[src/rtl/pci_bar_pkg.sv]
package pci_bar_pkg;

  typedef enum logic [2:0] {
    BK_NONE,
    BK_IO16,
    BK_IO32,
    BK_MEM20,
    BK_MEM32,
    BK_MEM64LO,
    BK_MEM64HI
  } bar_kind_e;

  // Decide a slot's kind from its template and from its left neighbour.
  function automatic bar_kind_e classify(input logic [31:0] tmpl,
                                         input bar_kind_e prev,
                                         input logic is_last);
    bar_kind_e k;
    if (prev == BK_MEM64LO)      k = BK_MEM64HI;
    else if (tmpl == 32'h0)      k = BK_NONE;
    else if (tmpl[0])            k = (tmpl[31:16] == 16'h0) ? BK_IO16 : BK_IO32;
    else begin
      case (tmpl[2:1])
        2'b01:   k = BK_MEM20;
        2'b10:   k = is_last ? BK_MEM32 : BK_MEM64LO;
        default: k = BK_MEM32;
      endcase
    end
    return k;
  endfunction

  // Bits software may change in a slot.
  function automatic logic [31:0] wr_mask(input bar_kind_e k, input logic [31:0] tmpl);
    case (k)
      BK_IO16:              return tmpl & 32'h0000_FFFC;
      BK_IO32:              return tmpl & 32'hFFFF_FFFC;
      BK_MEM20:             return tmpl & 32'h000F_FFF0;
      BK_MEM32, BK_MEM64LO: return tmpl & 32'hFFFF_FFF0;
      BK_MEM64HI:           return 32'hFFFF_FFFF;
      default:              return 32'h0;
    endcase
  endfunction

  // Read-only type bits a slot reports in its low nibble.
  function automatic logic [31:0] fixed_bits(input bar_kind_e k, input logic [31:0] tmpl);
    case (k)
      BK_IO16, BK_IO32: return 32'h1;
      BK_MEM20:         return {28'h0, tmpl[3], 3'b010};
      BK_MEM32:         return {28'h0, tmpl[3], 3'b000};
      BK_MEM64LO:       return {28'h0, tmpl[3], 3'b100};
      default:          return 32'h0;
    endcase
  endfunction

  // Byte-lane merge of write data into an old word.
  function automatic logic [31:0] lane_merge(input logic [31:0] old_w,
                                             input logic [31:0] new_w,
                                             input logic [3:0]  be);
    logic [31:0] r;
    for (int b = 0; b < 4; b++)
      r[8*b +: 8] = be[b] ? new_w[8*b +: 8] : old_w[8*b +: 8];
    return r;
  endfunction

endpackage

[src/rtl/bar_slot.sv]
module bar_slot
  import pci_bar_pkg::*;
#(
  parameter logic [31:0] TEMPLATE = 32'h0,
  parameter bar_kind_e   KIND     = BK_NONE
) (
  input  logic        clk,
  input  logic        rst_n,
  input  logic        wr_en,
  input  logic [3:0]  be,
  input  logic [31:0] wdata,
  output logic [31:0] rd_val
);

  localparam logic [31:0] WMASK = wr_mask(KIND, TEMPLATE);
  localparam logic [31:0] FIXED = fixed_bits(KIND, TEMPLATE);

  logic [31:0] addr_q;
  logic [31:0] addr_nxt;

  // Sizing probes and normal writes share this one path.
  assign addr_nxt = lane_merge(addr_q, wdata, be) & WMASK;

  always_ff @(posedge clk) begin
    if (!rst_n)     addr_q <= 32'h0;
    else if (wr_en) addr_q <= addr_nxt;
  end

  assign rd_val = addr_q | FIXED;

  genvar b;
  generate
    for (b = 0; b < 4; b++) begin : g_lane_chk
      a_r7_lane_hold: assert property (@(posedge clk) disable iff (!rst_n)
        (wr_en && !be[b]) |=> $stable(rd_val[8*b +: 8]));
    end
  endgenerate

  a_r6_upper_full: assert property (@(posedge clk) disable iff (!rst_n)
    (KIND == BK_MEM64HI && wr_en && be == 4'hF) |=> rd_val == $past(wdata));

endmodule

[src/rtl/bar0_notify.sv]
module bar0_notify (
  input  logic        clk,
  input  logic        rst_n,
  input  logic        wr_hit,
  input  logic [31:0] bar0_val,
  output logic [31:0] base,
  output logic        chg
);

  logic [31:0] base_q;
  logic        chg_q;
  logic [31:0] seen_base;
  logic        base_moved;

  assign seen_base  = bar0_val & 32'hFFFF_FFF0;
  assign base_moved = seen_base != base_q;

  always_ff @(posedge clk) begin
    if (!rst_n) begin
      base_q <= 32'h0;
      chg_q  <= 1'b0;
    end else begin
      chg_q <= base_moved;
      if (base_moved) base_q <= seen_base;
    end
  end

  assign base = base_q;
  assign chg  = chg_q;

  a_r8_chg_moves_base: assert property (@(posedge clk) disable iff (!rst_n)
    chg |-> base != $past(base));

  a_r9_chg_needs_write: assert property (@(posedge clk) disable iff (!rst_n)
    chg |-> $past(wr_hit, 2));

endmodule

[src/rtl/pci_bar_bank.sv]
module pci_bar_bank
  import pci_bar_pkg::*;
#(
  parameter int unsigned NUM_BARS = 6,
  parameter logic [NUM_BARS*32-1:0] BAR_TEMPLATE = {
    32'hFFFF_FFE1,   // slot 5: 32-bit I/O, 32 bytes
    32'hFFFF_0002,   // slot 4: 20-bit memory, 64 KiB
    32'h0000_FF01,   // slot 3: 16-bit I/O, 256 bytes
    32'hFFFF_FFFF,   // slot 2: upper half of the pair
    32'hFFFF_F00C,   // slot 1: 64-bit prefetchable memory, 4 KiB
    32'hFFF8_0000    // slot 0: 32-bit memory, 512 KiB
  },
  localparam int unsigned IDX_W = (NUM_BARS > 1) ? $clog2(NUM_BARS) : 1
) (
  input  logic             clk,
  input  logic             rst_n,
  input  logic             cfg_wr,
  input  logic [IDX_W-1:0] cfg_idx,
  input  logic [3:0]       cfg_be,
  input  logic [31:0]      cfg_wdata,
  output logic [31:0]      cfg_rdata,
  output logic [31:0]      bar0_base,
  output logic             bar0_chg
);

  // Walk the slots left to right so that a 64-bit lower half claims its neighbour.
  function automatic bar_kind_e slot_kind(input int s);
    bar_kind_e prev = BK_NONE;
    bar_kind_e k    = BK_NONE;
    for (int j = 0; j <= s; j++) begin
      k    = classify(BAR_TEMPLATE[j*32 +: 32], prev, j == NUM_BARS - 1);
      prev = k;
    end
    return k;
  endfunction

  logic [NUM_BARS-1:0][31:0] rd_all;
  logic [NUM_BARS-1:0]       wr_sel;
  logic                      idx_ok;

  assign idx_ok = {{(32-IDX_W){1'b0}}, cfg_idx} < NUM_BARS;

  genvar i;
  generate
    for (i = 0; i < NUM_BARS; i++) begin : g_slot
      assign wr_sel[i] = cfg_wr && (cfg_idx == IDX_W'(i));
      bar_slot #(
        .TEMPLATE (BAR_TEMPLATE[i*32 +: 32]),
        .KIND     (slot_kind(i))
      ) i_slot (
        .clk    (clk),
        .rst_n  (rst_n),
        .wr_en  (wr_sel[i]),
        .be     (cfg_be),
        .wdata  (cfg_wdata),
        .rd_val (rd_all[i])
      );
    end
  endgenerate

  always_comb begin
    cfg_rdata = 32'h0;
    for (int s = 0; s < NUM_BARS; s++)
      if (idx_ok && cfg_idx == IDX_W'(s)) cfg_rdata = rd_all[s];
  end

  bar0_notify i_notify (
    .clk      (clk),
    .rst_n    (rst_n),
    .wr_hit   (wr_sel[0]),
    .bar0_val (rd_all[0]),
    .base     (bar0_base),
    .chg      (bar0_chg)
  );

  a_r10_oob_ignored: assert property (@(posedge clk) disable iff (!rst_n)
    (cfg_wr && !idx_ok) |=> $stable(rd_all));

  a_r10_oob_reads_zero: assert property (@(posedge clk) disable iff (!rst_n)
    !idx_ok |-> cfg_rdata == 32'h0);

endmodule

[config.mk]
export PLATFORM = sky130hd
export DESIGN_NAME = pci_bar_bank
export DESIGN_NICKNAME = d
export VERILOG_FILES = /design/src/rtl/pci_bar_pkg.sv /design/src/rtl/bar_slot.sv /design/src/rtl/bar0_notify.sv /design/src/rtl/pci_bar_bank.sv
export SDC_FILE = /design/constraint.sdc
export NUM_CORES = 1
export LEC_CHECK = 0
export ABC_AREA = 1
export BUFFER_PORTS_ARGS = -buffer_cell sky130_fd_sc_hd__buf_2
export CAP_MARGIN = 20
export CORE_UTILIZATION = 45
export CTS_CLUSTER_SIZE = 30
export DETAILED_ROUTE_END_ITERATION = 7
export PLACE_DENSITY = 0.7
export SYNTH_ARGS = -nofsm -noshare
export SYNTH_HDL_FRONTEND = slang
export SYNTH_HIERARCHICAL = 1
export SYNTH_SLANG_ARGS = --single-unit
[constraint.sdc]
create_clock -name clk -period 2.99 [get_ports clk]
set_clock_uncertainty 0.2 [all_clocks]
set_input_delay 0.1495 -clock clk [delete_from_list [all_inputs] [get_ports clk]]
set_output_delay 0.1495 -clock clk [all_outputs]
set_load 0.005 [all_outputs]
==> impl_metrics.py, run 1 <==
metrics = {
    "finish": {
        "fin_nets": 1502,
        "fillCellCount": 1765,
        "register_area_sq_mm": 0.00266,
        "n_antenna_cell": 0,
        "multi_input_area_sq_mm": 0.00387,
        "syn_to_final_growth_pct": 15.4,
        "final_core_util": 0.533,
        "drive_gt1_frac": 0.113,
    },
    "worst_hold_path": {
        "min_to": "g_slot[1].i_slot/addr_q[14]$_SDFFE_PN0P_",
        "hold_path_depth": 4,
        "hp-start": "cfg_be[1]",
        "hold_class": "in -> reg",
    },
    "timing": {
        "post-route-period-util": 0.866,
        "finalHoldViolCount": 0,
        "fin_setup_tns_ns": 0,
        "worst_pin_slew_ns": 0.681,
        "finalSetupViolCount": 0,
        "fin_crit_ns": 2.59,
        "slew_headroom": 0.545,
        "drv_slew": 0,
        "rsz0062_at_grt": "false",
        "fmax_mhz": 386,
        "whs_ns": 0.0387,
    },
    "detailed_routing": {
        "route.detailed.drc": 0,
        "routedWlPerCell_um": 11.1,
        "ant_nets": 0,
        "vias_per_cell": 4.34,
        "vias": 7370,
        "routed_wirelength_um": 18800,
        "firstDrtPassIters": 6,
        "drt_iter0_markers": 373,
    },
    "power_and_ir_drop": {
        "power_mw": 4.40,
        "irDropWorstVdd_mv": 0.419,
        "p_per_area_mw_per_mm2": 478,
        "leakage_nw": 5.17,
    },
    "worst_setup_path": {
        "rrSetupSlack_ns": 1.50,
        "crit_chain": "buf_2 > inv_2 > nor4_1 > buf_4 > nand2_1 > nor2_1 > dlygate4sd3_1 > nor2_1 > dlygate4sd3_1",
        "slowest_stage": "dlygate4sd3_1",
        "cp_data_arrival_time_ns": 2.69,
        "crit_type": "in -> reg",
        "r2r_start": "g_slot[0].i_slot/rd_val[22]$_SDFFE_PN0P_",
        "worstPathMaxFanout": 16,
        "endpoint_kind": "register",
        "cp_slowest_stage_delay_ns": 0.55,
        "r2r_cells": 6,
        "cp.required_ns": 3.09,
        "r2r-end": "i_notify/chg$_SDFF_PN0_",
        "cp-start-kind": "primary input",
    },
    "synthesis": {
        "synth_cell_type_count": 21,
        "avgSynthCellArea_sq_um": 5.93,
        "synth_common_cells": "436 x nand2_1, 294 x nor2_1, 203 x inv_1, 133 x dfxtp_1, 105 x buf_4",
        "synthArstFlopShare": 0,
        "netlist_top_cells_area": "dfxtp_1 33%, nand2_1 20%, nor2_1 14%, buf_4 9.9%, inv_1 9.5%",
        "synth_edf_count": 0,
        "synth_compound_area_frac": 0,
        "yosys.area_share.adder": 0,
        "synth-main-ff-cell": "dfxtp_1",
        "synth-simple-area-share": 0.430,
        "ys_ff_latch": 133,
        "synth_top_area_frac": 0.333,
        "synth_top_family_by_area": "simple AND/OR/NAND/NOR gates",
        "yosysMostFrequentCell": "nand2_1",
        "yosys_warnings": 6,
        "synthMuxAreaShare": 0,
        "synth_area_leader_cell": "dfxtp_1",
        "synthesis.area_sq_mm": 0.00799,
        "synth-xor-area-share": 0.00877,
        "syn_inst": 1348,
        "ys_seq_area_frac": 0.333,
    },
    "grt": {
        "grt_pass1_wl_um": 30800,
        "grt-ovfl-total": 0,
        "antenna_found_initial": 0,
        "track_usage": 0.214,
        "grt_pass1_vias": 6487,
        "grt_start_max_net_pins": 62,
    },
    "cts": {
        "clk-insertion-delay-late_ns": 0.41,
        "htreeDepth": 4,
        "clock_sinks": 133,
        "ctsResizeCount": 0,
        "clockBufferDepth": 2,
        "cts_hold_buffers": 39,
        "clk_pin_slew_ns": 0.06,
        "numCtsBuffers": 17,
        "root_buffer": "clkbuf_16",
        "post_cts_buffers": 0,
        "cts_tree": "yes",
    },
    "place": {
        "numPortBuffers": 102,
        "dpl.hpwl_um": 13000,
        "place_congestion": 0.790,
    },
    "run_status": {
        "status": "finished clean",
    },
    "floorplanning": {
        "io_pins": 107,
        "core_sq_mm": 0.0173,
        "dieHeight_um": 135,
        "die_w_um": 135,
        "rows": 48,
        "initial_core_util": 0.462,
        "dieArea_sq_mm": 0.0183,
    },
    "job": {
        "max_cap_viol_count": 0,
    },
}
## worst max-delay path by stage
stage | cells past startpoint | end | slack [ns] | from
after floorplan | 8 | g_slot[5].i_slot/addr_q[10]$_SDFFE_PN0P_ | 1.17 | cfg_idx[2]
after global placement | 6 | g_slot[1].i_slot/addr_q[16]$_SDFFE_PN0P_ | 0.73 | cfg_idx[0]
after detailed placement | 6 | g_slot[1].i_slot/addr_q[18]$_SDFFE_PN0P_ | 0.76 | cfg_idx[0]
after CTS | 9 | g_slot[5].i_slot/addr_q[5]$_SDFFE_PN0P_ | 0.50 | cfg_idx[0]
after global routing | 9 | g_slot[5].i_slot/addr_q[5]$_SDFFE_PN0P_ | 0.30 | cfg_idx[0]
final | 9 | g_slot[5].i_slot/addr_q[5]$_SDFFE_PN0P_ | 0.40 | cfg_idx[0]
## metal layers
layer	vias to the layer above	part of all wire	track usage
li1	4034	-	-
met1	3158	0.46	0.269
met2	165	0.48	0.370
met3	13	0.050	0.0460
met4	0	0.011	0.0562
met5	-	0	0
## area by class of cell
class,instances,share of cell area
clock buffers,19,0.0481
clock inverters,13,0.0160
inverters,206,0.0839
multi-input cells,945,0.420
flip-flops and latches,133,0.289
well taps,225,0.0306
repair buffers,157,0.112
## registers in the layout, summed over array words and instances (netlist names)
name,cells
i_notify/chg,1
g_slot.i_slot/rd_val,45
g_slot.i_slot/addr_q,59
i_notify/base,28
## cells in the final DEF, fill, tap and decap left out, drive strengths merged
master       count
nor4             5
dlygate4sd3     39
xnor2            8
bufinv           2
nor2           295
inv            210
nand3           34
nand4           64
nand2          444
clkbuf          19
clkinv           4
nor3             3
dfxtp          133
conb            92
buf            118
clkinvlp         3
## cell families (layout without fill, tap and decap cells)
family / after synthesis / after routing
AND/OR/NAND/NOR: 845 / 845
buffers and inverters: 352 / 395
flip-flops: 133 / 133
other: 10 / 92
XOR/XNOR: 8 / 8
## critical path, delay by kind of cell
kind / cells / cell delay (ns)
buffers and inverters: 5 / 1.76
AND/OR/NAND/NOR: 4 / 0.76
## where the power goes
| part | internal (mW) | leakage (nW) | switching [mW] |
|---|---|---|---|
| logic | 0.174 | 3.81 | 0.291 |
| clock network | 1.26 | 0.282 | 0.834 |
| registers | 1.82 | 1.08 | 0.0272 |
| total | 3.25 | 5.17 | 1.15 |
## metrics by stage
stage | worst slack [ns] | instance area [sq um] | instances
floorplan | 1.17 | 8300 | 1430
global placement | 0.732 | 8230 | 1627
detailed placement | 0.758 | 8230 | 1627
CTS | 0.503 | 9210 | 1698
global route | 0.302 | 9210 | 1698
finish | 0.400 | 9210 | 1698
(Power assumes the default switching activity.)
==> run 2: changes to the inputs <==
--- a/constraint.sdc
+++ b/constraint.sdc
@@ -4,2 +4,2 @@
 set_output_delay 0.1495 -clock clk [all_outputs]
-set_load 0.005 [all_outputs]
+set_load 0.02 [all_outputs]
==> impl_metrics.py, run 2 (synthesis results as in run 1) <==
metrics = {
    "detailed_routing": {
        "route.detailed.drc": 0,
        "vias_per_cell": 4.34,
        "routed_wirelength_um": 19200,
        "drt_iter0_markers": 437,
        "ant_nets": 0,
        "firstDrtPassIters": 5,
        "routedWlPerCell_um": 11.3,
        "vias": 7382,
    },
    "finish": {
        "fin_nets": 1504,
        "top_register": "g_slot.i_slot/addr_q",
        "syn_to_final_growth_pct": 15.7,
        "finalInstanceArea_sq_mm": 0.00924,
        "layout_commonest_cell": "nand2_1",
        "largest_register_ffs": 59,
        "final_cell_mix": "436 x nand2_1, 293 x nor2_1, 203 x inv_1",
        "drive_gt1_frac": 0.112,
        "fillCellCount": 1724,
    },
    "worst_setup_path": {
        "crit_chain": "buf_2 > inv_2 > nand3_1 > buf_4 > nor2_1 > nand2_1 > nor2_1 > nor2_1 > dlygate4sd3_1",
        "cp_data_arrival_time_ns": 2.67,
        "r2r_cells": 7,
        "rrSetupSlack_ns": 1.52,
        "cp.required_ns": 3.10,
        "slowest_stage": "dlygate4sd3_1",
        "cp_common_cell": "nor2_1",
        "startpoint": "cfg_idx[2]",
        "cp-start-kind": "primary input",
        "crit_type": "in -> reg",
        "worstPathMaxFanout": 29,
        "cp_slowest_stage_delay_ns": 0.55,
        "r2r_start": "g_slot[0].i_slot/rd_val[20]$_SDFFE_PN0P_",
        "r2r-end": "i_notify/chg$_SDFF_PN0_",
        "endpoint_kind": "register",
        "path_delay_family": "buffers and inverters",
        "path_buf_inv": 4,
    },
    "power_and_ir_drop": {
        "irDropWorstVdd_mv": 0.459,
        "leakage_nw": 5.18,
        "p_per_area_mw_per_mm2": 486,
    },
    "floorplanning": {
        "dieHeight_um": 135,
        "rows": 48,
        "initial_core_util": 0.462,
        "die_w_um": 135,
        "core_sq_mm": 0.0173,
        "dieArea_sq_mm": 0.0183,
        "io_pins": 107,
    },
    "timing": {
        "slew_headroom": 0.476,
        "fin_crit_ns": 2.56,
        "post-route-period-util": 0.857,
        "fmax_mhz": 390,
        "whs_ns": 0.0545,
        "finalSetupViolCount": 0,
        "worst_pin_slew_ns": 0.778,
        "fin_setup_tns_ns": 0,
        "finalHoldViolCount": 0,
        "rsz0062_at_grt": "false",
        "drv_slew": 0,
    },
    "place": {
        "numPortBuffers": 102,
        "placed_area_sq_mm": 0.00822,
        "dpl.hpwl_um": 13200,
        "place_congestion": 0.783,
    },
    "grt": {
        "antenna_found_initial": 1,
        "grt_pass1_vias": 6409,
        "grt_start_max_net_pins": 61,
        "grt-ovfl-total": 0,
        "track_usage": 0.215,
        "grt_pass1_wl_um": 30900,
    },
    "cts": {
        "numCtsBuffers": 17,
        "clk-insertion-delay-late_ns": 0.43,
        "ctsResizeCount": 0,
        "post_cts_buffers": 0,
        "clock_sinks": 133,
        "root_buffer": "clkbuf_16",
        "clk_pin_slew_ns": 0.06,
        "htreeDepth": 4,
        "clockBufferDepth": 2,
        "cts_tree": "yes",
    },
    "job": {
        "max_cap_viol_count": 0,
    },
    "worst_hold_path": {
        "hold_path_depth": 4,
        "min_to": "g_slot[1].i_slot/addr_q[14]$_SDFFE_PN0P_",
        "hp-start": "cfg_be[1]",
        "hold_class": "in -> reg",
    },
    "run_status": {
        "status": "finished clean",
    },
}
==> run 2: per-stage QoR <==
step	worst slack (ns)	total power [mW]	cells	util
2_1_floorplan	1.17	2.29	1430	-
3_3_place_gp	0.642	2.36	1625	0.475
3_5_place_dp	0.525	2.36	1625	0.475
4_1_cts	0.432	4.53	1700	0.534
5_1_grt	0.274	4.68	1701	0.534
6_report	0.427	4.50	1701	0.534
==> run 2: final cells by class <==
type	count	area, sq um	area share
clock buffer	17	425	0.0460
timing repair buffer	159	1060	0.115
antenna	1	2.50	0.000271
multi-input combinational	945	3870	0.419
sequential	133	2660	0.288
clock inverter	15	168	0.0181
inverter	206	773	0.0836
tap	225	282	0.0305
==> run 2: worst register-to-register path, cell delays in order, from the launching register on <==
cell	delay (ns)
dfxtp_1	0.43
nand2_1	0.09
nand2_1	0.07
nand2_1	0.04
nor2_1	0.26
nand3_2	0.11
nor2_1	0.13
nor2_1	0.05
==> run 2: power breakdown <==
part           total, mW  leakage, nW  internal (mW)  switching (mW)
combinational      0.524         3.82          0.177           0.347
clock               2.13        0.285           1.25           0.878
sequential          1.85         1.08           1.82          0.0277
total               4.50         5.18           3.24            1.25
==> run 2: how the worst max path moves through the flow <==
stage / end / slack (ns) / cells past startpoint
3_5_place_dp: g_slot[2].i_slot/rd_val[3]$_SDFFE_PN0P_ / 0.53 / 8
3_3_place_gp: g_slot[2].i_slot/rd_val[1]$_SDFFE_PN0P_ / 0.64 / 8
6_report: g_slot[2].i_slot/rd_val[1]$_SDFFE_PN0P_ / 0.43 / 9
5_1_grt: g_slot[2].i_slot/rd_val[3]$_SDFFE_PN0P_ / 0.27 / 10
2_1_floorplan: g_slot[5].i_slot/addr_q[10]$_SDFFE_PN0P_ / 1.17 / 8
4_1_cts: g_slot[2].i_slot/rd_val[3]$_SDFFE_PN0P_ / 0.43 / 9
==> run 2: metal layers <==
| metal | up-vias | GRT usage | routed length (um) |
|---|---|---|---|
| met2 | 147 | 0.366 | 9290 |
| met1 | 3186 | 0.271 | 8760 |
| met3 | 11 | 0.0471 | 950 |
| met5 | - | 0 | 0 |
| met4 | 0 | 0.0605 | 148 |
| li1 | 4038 | - | - |
==> run 2: what timing repair did <==
| item | CTS | global route |
|---|---|---|
| hold buffers | 43 | 0 |
| setup endpoints to repair | 0 | 0 |
| hold endpoints to repair | 104 | 0 |
